--- config.mk ---
export PLATFORM = sky130hd
export DESIGN_NAME = scl_grant_unit
export DESIGN_NICKNAME = d
export VERILOG_FILES = /design/src/rtl/scl_pkg.sv /design/src/rtl/scl_screen.sv /design/src/rtl/scl_pick_free.sv /design/src/rtl/scl_id_table.sv /design/src/rtl/scl_grant_unit.sv
export SDC_FILE = /design/constraint.sdc
export NUM_CORES = 1
export LEC_CHECK = 0
export ABC_CLOCK_PERIOD_IN_PS = 5530
export BUFFER_PORTS_ARGS = -buffer_cell sky130_fd_sc_hd__buf_4
export CORE_MARGIN = 1.5
export CORE_UTILIZATION = 57
export CTS_CLUSTER_DIAMETER = 150
export DETAILED_ROUTE_END_ITERATION = 7
export MAX_ROUTING_LAYER = met4
export PLACE_DENSITY_LB_ADDON = 0.08
export SLEW_MARGIN = 30
export SYNTH_ARGS = -nofsm -noshare
export SYNTH_HDL_FRONTEND = slang
export SYNTH_HIERARCHICAL = 1
export SYNTH_SLANG_ARGS = --single-unit
export TNS_END_PERCENT = 1
--- constraint.sdc ---
create_clock -name clk -period 5.53 [get_ports clk]
set_clock_uncertainty 0.2 [all_clocks]
set_input_delay 1.659 -clock clk [delete_from_list [all_inputs] [get_ports clk]]
set_output_delay 1.659 -clock clk [all_outputs]
set_load 0.02 [all_outputs]
--- src/rtl/scl_pkg.sv ---
package scl_pkg;

  typedef enum logic [1:0] {
    VD_RELEASE = 2'd0,
    VD_REJECT  = 2'd1,
    VD_CLAIM   = 2'd2
  } verdict_e;

endpackage

--- src/rtl/scl_screen.sv ---
module scl_screen
  import scl_pkg::*;
#(
  parameter int DIM_W     = 13,
  parameter int MIN_DIM   = 8,
  parameter int MIN_SUBS  = 16,
  parameter int MAX_STD   = 4096,
  parameter int MAX_EXT_W = 5120,
  parameter int MAX_EXT_H = 4096
) (
  input  logic [DIM_W-1:0] src_w,
  input  logic [DIM_W-1:0] src_h,
  input  logic [DIM_W-1:0] dst_w,
  input  logic [DIM_W-1:0] dst_h,
  input  logic             force_detach,
  input  logic             need_scaler,
  input  logic             disp_enabled,
  input  logic             interlaced,
  input  logic             fmt_420sp,
  input  logic             ext_limits,
  output verdict_e         verdict
);

  localparam logic [DIM_W-1:0] LIM_MIN   = DIM_W'(MIN_DIM);
  localparam logic [DIM_W-1:0] LIM_SUBS  = DIM_W'(MIN_SUBS);
  localparam logic [DIM_W-1:0] LIM_STD   = DIM_W'(MAX_STD);
  localparam logic [DIM_W-1:0] LIM_EXT_W = DIM_W'(MAX_EXT_W);
  localparam logic [DIM_W-1:0] LIM_EXT_H = DIM_W'(MAX_EXT_H);

  logic             size_diff;
  logic             required;
  logic             too_small;
  logic             too_large;
  logic             subs_short;
  logic [DIM_W-1:0] cap_w;
  logic [DIM_W-1:0] cap_h;

  always_comb begin
    size_diff  = (src_w != dst_w) || (src_h != dst_h);
    required   = need_scaler || size_diff;
    cap_w      = ext_limits ? LIM_EXT_W : LIM_STD;
    cap_h      = ext_limits ? LIM_EXT_H : LIM_STD;
    too_small  = (src_w < LIM_MIN) || (src_h < LIM_MIN) ||
                 (dst_w < LIM_MIN) || (dst_h < LIM_MIN);
    too_large  = (src_w > cap_w) || (dst_w > cap_w) ||
                 (src_h > cap_h) || (dst_h > cap_h);
    subs_short = fmt_420sp && ((src_w < LIM_SUBS) || (src_h < LIM_SUBS));

    if (required && disp_enabled && interlaced) begin
      verdict = VD_REJECT;
    end else if (force_detach || !required) begin
      verdict = VD_RELEASE;
    end else if (subs_short || too_small || too_large) begin
      verdict = VD_REJECT;
    end else begin
      verdict = VD_CLAIM;
    end
  end

endmodule

--- src/rtl/scl_pick_free.sv ---
module scl_pick_free #(
  parameter int N_SCALERS = 2,
  parameter int IDX_W     = 1
) (
  input  logic [N_SCALERS-1:0] busy,
  output logic                 found,
  output logic [IDX_W-1:0]     idx
);

  always_comb begin
    found = 1'b0;
    idx   = '0;
    for (int i = N_SCALERS - 1; i >= 0; i--) begin
      if (!busy[i]) begin
        found = 1'b1;
        idx   = IDX_W'(i);
      end
    end
  end

endmodule

--- src/rtl/scl_id_table.sv ---
module scl_id_table #(
  parameter int N_USERS = 8,
  parameter int UIDX_W  = 3,
  parameter int SID_W   = 3
) (
  input  logic              clk,
  input  logic              rst_n,
  input  logic              wr_en,
  input  logic [UIDX_W-1:0] wr_user,
  input  logic [SID_W-1:0]  wr_sid,
  input  logic [UIDX_W-1:0] rd_user,
  output logic [SID_W-1:0]  rd_sid
);

  logic [SID_W-1:0] slot_q [N_USERS];

  for (genvar u = 0; u < N_USERS; u++) begin : g_slot
    logic slot_we;
    assign slot_we = wr_en && (wr_user == UIDX_W'(u));

    always_ff @(posedge clk or negedge rst_n) begin
      if (!rst_n) begin
        slot_q[u] <= '1;
      end else if (slot_we) begin
        slot_q[u] <= wr_sid;
      end
    end
  end

  assign rd_sid = slot_q[rd_user];

endmodule

--- src/rtl/scl_grant_unit.sv ---
module scl_grant_unit
  import scl_pkg::*;
#(
  parameter int N_USERS   = 8,
  parameter int N_SCALERS = 2,
  parameter int DIM_W     = 13,
  parameter int MIN_DIM   = 8,
  parameter int MIN_SUBS  = 16,
  parameter int MAX_STD   = 4096,
  parameter int MAX_EXT_W = 5120,
  parameter int MAX_EXT_H = 4096,
  localparam int UIDX_W   = $clog2(N_USERS),
  localparam int IDX_W    = (N_SCALERS > 1) ? $clog2(N_SCALERS) : 1,
  localparam int SID_W    = $clog2(N_SCALERS + 1) + 1
) (
  input  logic                 clk,
  input  logic                 rst_n,
  input  logic                 req_valid,
  input  logic [UIDX_W-1:0]    req_user,
  input  logic [DIM_W-1:0]     src_w,
  input  logic [DIM_W-1:0]     src_h,
  input  logic [DIM_W-1:0]     dst_w,
  input  logic [DIM_W-1:0]     dst_h,
  input  logic                 force_detach,
  input  logic                 need_scaler,
  input  logic                 disp_enabled,
  input  logic                 interlaced,
  input  logic                 fmt_420sp,
  input  logic                 ext_limits,
  output logic                 rsp_valid,
  output logic                 rsp_accept,
  output logic [SID_W-1:0]     rsp_sid,
  output logic [N_USERS-1:0]   user_mask,
  output logic [N_SCALERS-1:0] scaler_busy
);

  localparam logic [SID_W-1:0] SID_NONE = '1;

  verdict_e              verdict;
  logic                  free_found;
  logic [IDX_W-1:0]      free_idx;
  logic [SID_W-1:0]      cur_sid;
  logic                  cur_has;

  logic [N_USERS-1:0]    mask_q, mask_d;
  logic [N_SCALERS-1:0]  busy_q, busy_d;
  logic                  rv_q;
  logic                  acc_q, acc_d;
  logic [SID_W-1:0]      sid_q, sid_d;
  logic                  id_we;
  logic [SID_W-1:0]      id_wdata;

  scl_screen #(
    .DIM_W     (DIM_W),
    .MIN_DIM   (MIN_DIM),
    .MIN_SUBS  (MIN_SUBS),
    .MAX_STD   (MAX_STD),
    .MAX_EXT_W (MAX_EXT_W),
    .MAX_EXT_H (MAX_EXT_H)
  ) u_screen (
    .src_w        (src_w),
    .src_h        (src_h),
    .dst_w        (dst_w),
    .dst_h        (dst_h),
    .force_detach (force_detach),
    .need_scaler  (need_scaler),
    .disp_enabled (disp_enabled),
    .interlaced   (interlaced),
    .fmt_420sp    (fmt_420sp),
    .ext_limits   (ext_limits),
    .verdict      (verdict)
  );

  scl_pick_free #(
    .N_SCALERS (N_SCALERS),
    .IDX_W     (IDX_W)
  ) u_pick (
    .busy  (busy_q),
    .found (free_found),
    .idx   (free_idx)
  );

  scl_id_table #(
    .N_USERS (N_USERS),
    .UIDX_W  (UIDX_W),
    .SID_W   (SID_W)
  ) u_ids (
    .clk     (clk),
    .rst_n   (rst_n),
    .wr_en   (id_we),
    .wr_user (req_user),
    .wr_sid  (id_wdata),
    .rd_user (req_user),
    .rd_sid  (cur_sid)
  );

  // A user holds a scaler when its stored id is non-negative
  assign cur_has = ($signed(cur_sid) >= 0);

  // Next-state decision
  always_comb begin
    mask_d   = mask_q;
    busy_d   = busy_q;
    acc_d    = 1'b0;
    sid_d    = cur_sid;
    id_we    = 1'b0;
    id_wdata = SID_NONE;

    unique case (verdict)
      VD_RELEASE: begin
        acc_d = 1'b1;
        sid_d = SID_NONE;
        if (cur_has) begin
          mask_d[req_user]                = 1'b0;
          busy_d[cur_sid[IDX_W-1:0]]      = 1'b0;
          id_we                           = req_valid;
          id_wdata                        = SID_NONE;
        end
      end
      VD_CLAIM: begin
        if (cur_has) begin
          acc_d            = 1'b1;
          mask_d[req_user] = 1'b1;
        end else if (free_found) begin
          acc_d            = 1'b1;
          mask_d[req_user] = 1'b1;
          busy_d[free_idx] = 1'b1;
          sid_d            = SID_W'(free_idx);
          id_we            = req_valid;
          id_wdata         = SID_W'(free_idx);
        end else begin
          sid_d = SID_NONE;
        end
      end
      default: begin
        acc_d = 1'b0;
      end
    endcase
  end

  // State registers with the request strobe as clock enable
  always_ff @(posedge clk or negedge rst_n) begin
    if (!rst_n) begin
      mask_q <= '0;
      busy_q <= '0;
      acc_q  <= 1'b0;
      sid_q  <= SID_NONE;
    end else if (req_valid) begin
      mask_q <= mask_d;
      busy_q <= busy_d;
      acc_q  <= acc_d;
      sid_q  <= sid_d;
    end
  end

  always_ff @(posedge clk or negedge rst_n) begin
    if (!rst_n) begin
      rv_q <= 1'b0;
    end else begin
      rv_q <= req_valid;
    end
  end

  assign rsp_valid   = rv_q;
  assign rsp_accept  = acc_q;
  assign rsp_sid     = sid_q;
  assign user_mask   = mask_q;
  assign scaler_busy = busy_q;

endmodule

* Word-level counts from Yosys, hierarchy flattened *
Cells that the tools add are included.

storage, ports and cells
  logic and storage cells = 120
  output and inout port bits = 15
  bits in registers = 39
  bits of input ports = 64

operators by class
  $lt $le $gt $ge = 18
  equality and inequality tests = 14
  reductions and logical operators = 32
  mux-type cells = 36
  bitwise operators = 7

operators with widths
  operator              count
  $lt 13x4->1 const B   4
  $gt 13x13->1          2
  $gt 13x13->1 const B  2
  $lt 13x5->1 const B   2
  $ne 13x13->1          2
  $mux 8                3
  $mux 3                6
  $pmux 8 s2            1
  $logic_and 1x1->1     14
  $eq 3x3->1 const B    4
  $logic_or 1x1->1      12
  $mux 2                6
  $mux 1                11
  $mux 11               1
  $bmux 3 s3            1
  $and 8x8->8           1
  $not 8->8             1
  $or 8x8->8            1
  $eq 3x2->1 const B    2
  $ge 3x1->1 const B    2
  $ne 2x2->1 const B    3
  $pmux 3 s2            1
  $reduce_and 5->1      1
  $ge 4x4->1 const B    1
  other kinds (19)      23

* Longest topological paths before layout *
Gate-level depths: netlist of run 1.

  depth in word-level cells = 12
  depth in mapped cells = 13
  mapped depth without buffers = 12

* Hierarchy *
Netlist of run 1, hierarchy kept.

modules (own cells, without submodules)
  module          times used  area each (um^2)  cells each  seq. area each (um^2)
  scl_id_table    1           1188.6            66          630.6
  scl_grant_unit  1           849.6             77          379.1
  scl_screen      1           595.6             76          0.0
  scl_pick_free   1           17.5              2           0.0

* Least setup slack after synthesis of run 1 *
Ideal clock, no wire load.

  path kind = input to register
  from = in dst_w[10]
  to = reg u_ids/slot_q[21] (netlist name)
  cell stages on the path = 13
  data arrival time = 3.921 ns
  required time = 5.248 ns
  path buffers = 1
  slack = 1.327 ns
  library setup time = 0.082 ns
  cells stage by stage = inv_1 -> ha_1 -> nor4b_1 -> and3_1 -> o22ai_1 -> nor3_2 -> nor3b_2 -> buf_6 -> nand3_1 -> o21ai_0 -> and3_1 -> nor4b_2 -> mux2_2

between the ends
  longest elaborated chain between the ends = 11
  elaborated cells between the ends (all ways) = 24
  those cells by class = order compare (2); eq/ne (2); mux (5); reduce/logical (15)

ends and longest elaborated chain
  what                                                  RTL line                            source
  from (decl)                                           scl_grant_unit.sv:22                input logic [DIM_W-1:0] dst_w,
  $lt 13x4->1 / $gt 13x13->1 (equally long branches)    scl_screen.sv:44, scl_screen.sv:45
  $logic_or 1x1->1, on equally long branches            scl_screen.sv:43, scl_screen.sv:45
  $logic_or 1x1->1, on equally long branches            scl_screen.sv:44, scl_screen.sv:45
  $logic_or 1x1->1, on equally long branches            scl_screen.sv:53, scl_screen.sv:46
  $logic_or 1x1->1                                      scl_screen.sv:53                    end else if (subs_short || too_small || too_large) begin
  $mux 2                                                scl_screen.sv:53
  $mux 2                                                scl_screen.sv:51                    end else if (force_detach || !required) begin
  $mux 2 *                                              scl_screen.sv:49                    if (required && disp_enabled && interlaced) begin
  net verdict[1]                                        scl_grant_unit.sv:39                verdict_e verdict;
  $eq 2x2->1 / $logic_not 2->1 (equally long branches)  scl_grant_unit.sv:109               unique case (verdict)
  $pmux 1 s2 *                                          scl_grant_unit.sv:109
  net id_we                                             scl_grant_unit.sv:50                logic id_we;
  $logic_and 1x1->1 *                                   scl_id_table.sv:19                  assign slot_we = wr_en && (wr_user == UIDX_W'(u));
  to (signal, indexed assignment)                       scl_id_table.sv:25                  slot_q[u] <= wr_sid;
  to (decl)                                             scl_id_table.sv:15                  logic [SID_W-1:0] slot_q [N_USERS];

The timed path passes the listed nets; every way through them passes the cells marked *.
A chain may end at the register's enable or synchronous reset.

* Final worst setup path of run 1 *
  from = in dst_w[5]
  to = reg u_ids/slot_q[21] (netlist name)

Same word-level chain as after synthesis.

==> load_flow_metrics.sql, run 1 <==
INSERT INTO impl_metrics (metric_group, metric, value, unit) VALUES
('run_status', 'outcome', 'finished, final reports clean', ''),
('sta', 'min_period', '4.79', 'ns'),
('place', 'worst_case_setup_slack_after_placement', '0.651', 'ns'),
('global_routing', 'grt_use_total', '26.3', '%'),
('sta', 'clock.fmax', '0.209', 'GHz'),
('power', 'p_per_area', '277', 'nW/um^2'),
('routing', 'wl', '6.17', 'mm'),
('sta', 'finalSetupViolCount', '0', ''),
('die', 'rows', '24', ''),
('sta', 'finalWorstSetupSlack', '0.745', 'ns'),
('cells_and_area', 'layout_commonest_cell', 'buf_4', ''),
('die', 'num_io_pins', '79', ''),
('synth', 'synth_nets', '287', ''),
('clocking', 'cts_setup_buffers', '0', ''),
('cells_and_area', 'fill_count', '307', ''),
('clocking', 'cts_hold_buf', '0', ''),
('cells_and_area', 'fin_util', '76.6', '%'),
('global_routing', 'grt.overflow.total', '0', ''),
('place', 'dpl_cell_area', '3260', 'sq um'),
('synth', 'netlist_instances', '221', ''),
('die', 'design.core.area', '4410', 'sq um'),
('clocking', 'worst_setup_hold_path_clk_slew', '0.08', 'ns'),
('cells_and_area', 'layout.cells.most_common_list', '80 x buf_4, 28 x mux2_2, 27 x dfstp_2, 15 x xor2_1, 12 x dfrtp_1', ''),
('power', 'internal_power', '0.686', 'mW'),
('power', 'cellLeakagePower', '1.44', 'nW'),
('sta', 'hold_violations', '0', ''),
('global_routing', 'grt_max_degree', '40', ''),
('synth', 'ys_seq_elements', '39', ''),
('synth', 'synth_area', '2650', 'sq um'),
('place', 'port_buffers', '78', ''),
('clocking', 'clock_tree.htree_level_count', '2', ''),
('global_routing', 'grt_pass1_wl', '10.0', 'mm'),
('power', 'switching_share', '26.8', '%'),
('cells_and_area', 'final_layout_size_suffix_gt1_share', '53.6', '%'),
('routing', 'detail-route-antenna-nets', '0', ''),
('clocking', 'tritoncts_num_sinks', '39', ''),
('clocking', 'clockRootBuffer', 'clkbuf_8', ''),
('min_path', 'holdCritPathClass', 'reg2reg', ''),
('cells_and_area', 'final_net_count', '367', ''),
('sta', 'relSlewSlack', '61.2', '%'),
('sta', 'maxSlewViolCount', '0', ''),
('critical_path', 'critical_path.max_fanout', '10', ''),
('die', 'die_h', '71.2', 'microns'),
('sta', 'rsz0062_at_grt', 'false', ''),
('critical_path', 'reg2reg_setup_slack', '2.49', 'ns'),
('synth', 'number_of_enable_flip_flop_cells_after_synthesis', '0', ''),
('power', 'netSwitchingPower', '0.251', 'mW'),
('cells_and_area', 'antennaDiodeCount', '0', ''),
('routing', 'detailedRoute.firstPassIterationCount', '4', ''),
('routing', 'drt_iter0_drc', '165', ''),
('routing', 'wl_per_cell', '17.4', 'microns'),
('routing', 'vias_per_cell', '5.99', ''),
('die', 'die_area', '5070', 'sq um'),
('die', 'start_util', '60.1', '%'),
('critical_path', 'critPathCaptureType', 'flop', ''),
('cells_and_area', 'area_delta_synth_final', '27.5', '%'),
('critical_path', 'arrival_time_reported_for_the_critical_path_endpoint', '4.80', 'ns'),
('critical_path', 'critical_path_required', '5.55', 'ns'),
('routing', 'routed-via-count', '2119', ''),
('min_path', 'whs_path_depth', '1', ''),
('clocking', 'max-clock-path-buffers', '2', ''),
('synth', 'synth_async_sr_flop_share', '100', '%'),
('critical_path', 'critPathKind', 'in2reg', ''),
('power', 'clock_power_share', '26.0', '%'),
('global_routing', 'grt_antenna_before_repair', '0', ''),
('routing', 'drcViolationCount', '0', ''),
('sta', 'setup_total_negative_slack', '0', 'ns'),
('critical_path', 'worstSetupStartpointType', 'primary input', ''),
('power', 'power.sequential.fraction', '45.6', '%'),
('cells_and_area', 'final_area', '3380', 'sq um'),
('global_routing', 'grt_pass1_vias', '2068', '');
-- metal layers --
layer	share of wire (%)	routed length, microns	global-route usage, %
met1	43	2670	33.2
met5	0	0	-
met3	3.4	211	3.99
met2	51	3160	43.6
met4	2.1	128	7.97
-- power by group through the flow --
stage | Combinational (mW) | Clock (mW) | Sequential, mW
floorplan | 0.163 | 0 | 0.423
global placement | 0.258 | 0 | 0.422
detailed placement | 0.264 | 0 | 0.428
CTS | 0.267 | 0.250 | 0.426
global route | 0.287 | 0.259 | 0.434
finish | 0.266 | 0.244 | 0.427
-- cell usage after synthesis, types with 2 or more instances --
library cell	count	share of area, %
nand4_1	8	1.9
nand3_1	5	0.94
and4_1	2	0.66
nor2b_1	2	0.47
and3_1	2	0.47
mux4_1	6	5.9
dfrtp_1	12	11
nor2_1	7	0.99
nand2_1	4	0.57
nor4b_1	3	0.99
nand4b_1	6	2.0
clkbuf_1	2	0.28
a31oi_1	4	0.94
mux2_2	28	12
o21ai_1	5	0.94
nor3_1	3	0.57
nor4_1	9	2.1
o22ai_1	3	0.71
buf_6	3	1.3
nor4_2	2	0.94
dfstp_2	27	27
inv_1	11	1.6
ha_1	2	0.94
nor4b_2	3	1.7
xor2_1	15	5.0
o21ai_0	5	0.94
xnor2_1	11	3.6
mux2_1	8	3.4
and4bb_2	3	1.4
nor4_4	2	1.6
-- cell families after synthesis --
logic type               synth area share (%)
AND/OR/NAND/NOR                          22.0
multiplexers                             21.2
flip-flops                               38.1
XOR/XNOR                                 8.59
AO/OA/AOI/OAI                            5.57
buffers and inverters                    3.59
adder cells (fa/ha/maj)                 0.944
-- worst max-delay path by stage --
stage / from / to / cells after the start
2_1_floorplan: dst_w[10] / u_ids/slot_q[21]$_DFFE_PN1P_ / 13
3_3_place_gp: dst_w[10] / u_ids/slot_q[23]$_DFFE_PN1P_ / 13
3_5_place_dp: dst_w[10] / u_ids/slot_q[23]$_DFFE_PN1P_ / 13
4_1_cts: dst_w[10] / u_ids/slot_q[21]$_DFFE_PN1P_ / 13
5_1_grt: dst_w[10] / u_ids/slot_q[21]$_DFFE_PN1P_ / 13
6_report: dst_w[5] / u_ids/slot_q[21]$_DFFE_PN1P_ / 11
-- worst max-delay path, cell delays in order --
cell	delay, ns
buf_4	0.12
nor4_1	0.49
and3_1	0.24
o22ai_1	0.11
nor3_2	0.18
nor3b_2	0.53
nand3_1	0.12
o21ai_0	0.12
and3_1	0.34
nor4b_2	0.48
mux2_2	0.42
-- area by class of cell --
class | count | area, sq um | area share (%)
inverters | 11 | 41.3 | 1.22
clock inverters | 2 | 35.0 | 1.04
repair buffers | 80 | 601 | 17.8
clock buffers | 6 | 82.6 | 2.44
multi-input cells | 164 | 1550 | 45.7
flip-flops and latches | 39 | 1010 | 29.9
well taps | 52 | 65.1 | 1.92
-- per-stage QoR --
| stage | instances | power [mW] | hold slack (ns) |
|---|---|---|---|
| 4_1_cts | 354 | 0.943 | 0.295 |
| 6_report | 354 | 0.937 | 0.291 |
| 2_1_floorplan | 221 | 0.586 | 0.308 |
| 5_1_grt | 354 | 0.980 | 0.303 |
| 3_5_place_dp | 346 | 0.692 | 0.276 |
| 3_3_place_gp | 346 | 0.680 | 0.271 |
(Power assumes the default switching activity.)
==> run 2: changes to the inputs <==
==> constraint.sdc (replaced) <==
create_clock -name clk -period 5.53 [get_ports clk]
set_clock_uncertainty 0.2 [all_clocks]
set_input_delay 0.553 -clock clk [delete_from_list [all_inputs] [get_ports clk]]
set_output_delay 0.553 -clock clk [all_outputs]
set_load 0.02 [all_outputs]
==> run 2 against run 1 <==
Effect of this change: hold slack lost 0.28 ns; count of clock-buffer cells in the layout is the same; global-route usage grew 0.22 points; largest cell class unchanged; via count is essentially flat; critical path type unchanged; sequential share of layout area grew 0.36 points; non-clock buffer count shrank 1; die area is the same; register-to-register slack gained 0.18 ns; sequential power shrank 1%; cell count shrank 0.28%; worst setup slack gained 1.0 ns; wire length shrank 2.1%.
==> load_flow_metrics.sql, run 2 (synthesis gave the netlist of run 1 again) <==
INSERT INTO impl_metrics (metric_group, metric, value, unit) VALUES
('power', 'cellLeakagePower', '1.42', 'nW'),
('clocking', 'max-clock-path-buffers', '2', ''),
('die', 'die_area', '5070', 'sq um'),
('routing', 'drcViolationCount', '0', ''),
('power', 'internal_power', '0.627', 'mW'),
('global_routing', 'grt.overflow.total', '0', ''),
('die', 'num_io_pins', '79', ''),
('critical_path', 'worst_path_dominant_cell_family', 'simple AND/OR/NAND/NOR gates', ''),
('place', 'gp_routability_congestion', '0.890', ''),
('critical_path', 'reg2reg_setup_slack', '2.67', 'ns'),
('sta', 'relSlewSlack', '56.6', '%'),
('sta', 'min_period', '3.76', 'ns'),
('die', 'design.core.area', '4410', 'sq um'),
('sta', 'clock.fmax', '0.266', 'GHz'),
('routing', 'detailedRoute.firstPassIterationCount', '4', ''),
('global_routing', 'grt_use_total', '26.5', '%'),
('power', 'switching_share', '28.3', '%'),
('clocking', 'clock_buffer_count_from_cts', '5', ''),
('clocking', 'cts_setup_buffers', '0', ''),
('clocking', 'cts_hold_buf', '0', ''),
('cells_and_area', 'fill_count', '324', ''),
('routing', 'wl_per_cell', '17.1', 'microns'),
('place', 'dp_cells', '345', ''),
('global_routing', 'grt_pass1_wl', '10.2', 'mm'),
('power', 'power_frac_comb', '30.3', '%'),
('cells_and_area', 'final_layout_size_suffix_gt1_share', '53.2', '%'),
('die', 'die-width', '71.2', 'microns'),
('place', 'hpwlAfterDp', '4.72', 'mm'),
('place', 'port_buffers', '78', ''),
('sta', 'timing.hold.ws', '0.00866', 'ns'),
('critical_path', 'critPathBufInv', '2', ''),
('cells_and_area', 'final_net_count', '366', ''),
('critical_path', 'critical_path_required', '5.55', 'ns'),
('critical_path', 'critical_path.startpoint', 'dst_w[10]', ''),
('sta', 'maxSlewViolCount', '0', ''),
('clocking', 'tritoncts_clock_tree', 'built', ''),
('clocking', 'worst_setup_hold_path_clk_slew', '0.08', 'ns'),
('routing', 'wl', '6.04', 'mm'),
('routing', 'detail-route-antenna-nets', '0', ''),
('global_routing', 'grt_antenna_before_repair', '0', ''),
('sta', 'worst_pin_slew', '0.650', 'ns'),
('critical_path', 'worstSetupStartpointType', 'primary input', ''),
('cells_and_area', 'layout_commonest_cell', 'buf_4', ''),
('routing', 'vias_per_cell', '6.00', ''),
('min_path', 'holdCritPathClass', 'in2async', ''),
('sta', 'finalSetupViolCount', '0', ''),
('clocking', 'postCtsResizedCells', '0', ''),
('sta', 'finalWorstSetupSlack', '1.77', 'ns'),
('critical_path', 'critical_path.max_fanout', '16', ''),
('critical_path', 'arrival_time_reported_for_the_critical_path_endpoint', '3.78', 'ns'),
('sta', 'rsz0062_at_grt', 'false', ''),
('clocking', 'clock_latency_at_the_later_pin_of_the_worst_skew_pair', '0.29', 'ns'),
('power', 'netSwitchingPower', '0.248', 'mW'),
('die', 'rows', '24', ''),
('power', 'power.sequential.fraction', '48.1', '%'),
('sta', 'setup_total_negative_slack', '0', 'ns'),
('cells_and_area', 'area_delta_synth_final', '26.0', '%'),
('routing', 'routed-via-count', '2117', ''),
('cells_and_area', 'layoutNonFillerInstCount', '353', ''),
('clocking', 'tritoncts_num_sinks', '39', ''),
('power', 'p_per_area', '262', 'nW/um^2'),
('power', 'vdd_ir_drop_max', '0.180', 'mV'),
('cells_and_area', 'layout.cells.most_common_list', '79 x buf_4, 28 x mux2_2, 27 x dfstp_2, 15 x xor2_1, 12 x dfrtp_1', ''),
('job', 'maxCapViolCount', '0', ''),
('place', 'worst_case_setup_slack_after_placement', '1.53', 'ns'),
('clocking', 'clockRootBuffer', 'clkbuf_8', ''),
('global_routing', 'grt_max_degree', '40', ''),
('routing', 'drt_iter0_drc', '122', ''),
('critical_path', 'critPathKind', 'in2reg', ''),
('run_status', 'outcome', 'finished, final reports clean', ''),
('critical_path', 'crit_chain', 'buf_4 -> inv_1 -> ha_1 -> nor4b_1 -> and3_1 -> o22ai_1 -> nor3_2 -> nor3b_2 -> nor2b_1 -> nand3_1 -> mux2_2', ''),
('die', 'die_h', '71.2', 'microns'),
('critical_path', 'regToRegStartpoint', 'u_ids/slot_q[14]$_DFFE_PN1P_', ''),
('sta', 'hold_violations', '0', ''),
('critical_path', 'slowest_delay', '0.61', 'ns'),
('critical_path', 'timing.critical_path.slowest_stage_cell', 'nor2b_1', ''),
('power', 'report.power.total', '0.875', 'mW'),
('global_routing', 'grt_pass1_vias', '2190', ''),
('die', 'start_util', '60.1', '%'),
('critical_path', 'critPathCaptureType', 'flop', ''),
('power', 'clock_power_share', '21.6', '%'),
('sta', 'layout_worst_path_cycle_share', '68.0', '%'),
('cells_and_area', 'antennaDiodeCount', '0', ''),
('clocking', 'clock_tree.htree_level_count', '2', '');
==> run 2: cell count changes in the layout (fill, tap and decap cells not counted), sizes merged <==
cell	change
buf	-1
bufinv	-1
clkinvlp	+1
==> run 2: cell type report <==
cell class / instances / area [sq um] / area share, %
clock buffer: 6 / 72.6 / 2.17
clock inverter: 2 / 12.5 / 0.375
inverter: 11 / 41.3 / 1.24
multi-input combinational: 164 / 1550 / 46.3
sequential: 39 / 1010 / 30.2
tap: 52 / 65.1 / 1.95
timing repair buffer: 79 / 593 / 17.8
==> run 2: routing by layer <==
metal | share of wire (%) | wire length (microns) | global-route usage, % | vias to the layer above
li1 | - | - | - | 1008
met2 | 52 | 3150 | 44.1 | 70
met1 | 41 | 2480 | 32.0 | 1021
met3 | 4.1 | 248 | 4.13 | 18
met5 | 0 | 0 | - | -
met4 | 2.8 | 169 | 10.9 | 0
==> run 2: metrics by stage <==
step / area [sq um] / utilization, %
finish: 3340 / 75.7
global route: 3340 / 75.7
CTS: 3340 / 75.7
detailed placement: 3260 / 73.8
global placement: 3260 / 73.8
floorplan: 2650 / -
==> run 2: power by group through the flow <==
stage / Combinational, mW / Sequential [mW] / Clock [mW]
finish: 0.265 / 0.421 / 0.189
global route: 0.288 / 0.433 / 0.205
CTS: 0.266 / 0.421 / 0.196
detailed placement: 0.265 / 0.425 / 0
global placement: 0.258 / 0.422 / 0
floorplan: 0.163 / 0.423 / 0
==> run 2: final timing paths <==
kind | end | cells past startpoint
max in group asynchronous | u_ids/slot_q[4]$_DFFE_PN1P_ | 1
hold / removal | rsp_accept$_DFFE_PN0P_ | 1
setup reg to reg | u_ids/slot_q[21]$_DFFE_PN1P_ | 6
hold reg to reg | rsp_sid[1]$_DFFE_PN1P_ | 2
setup / recovery | u_ids/slot_q[20]$_DFFE_PN1P_ | 11
min in group clk | rsp_valid$_DFF_PN0_ | 1
==> run 2: worst register-to-register path: stages (launching register included) <==
cell	delay, ns
dfstp_2	0.37
mux4_1	0.51
mux2_2	0.39
o21ai_0	0.18
and3_1	0.36
nor4b_2	0.40
mux2_2	0.39
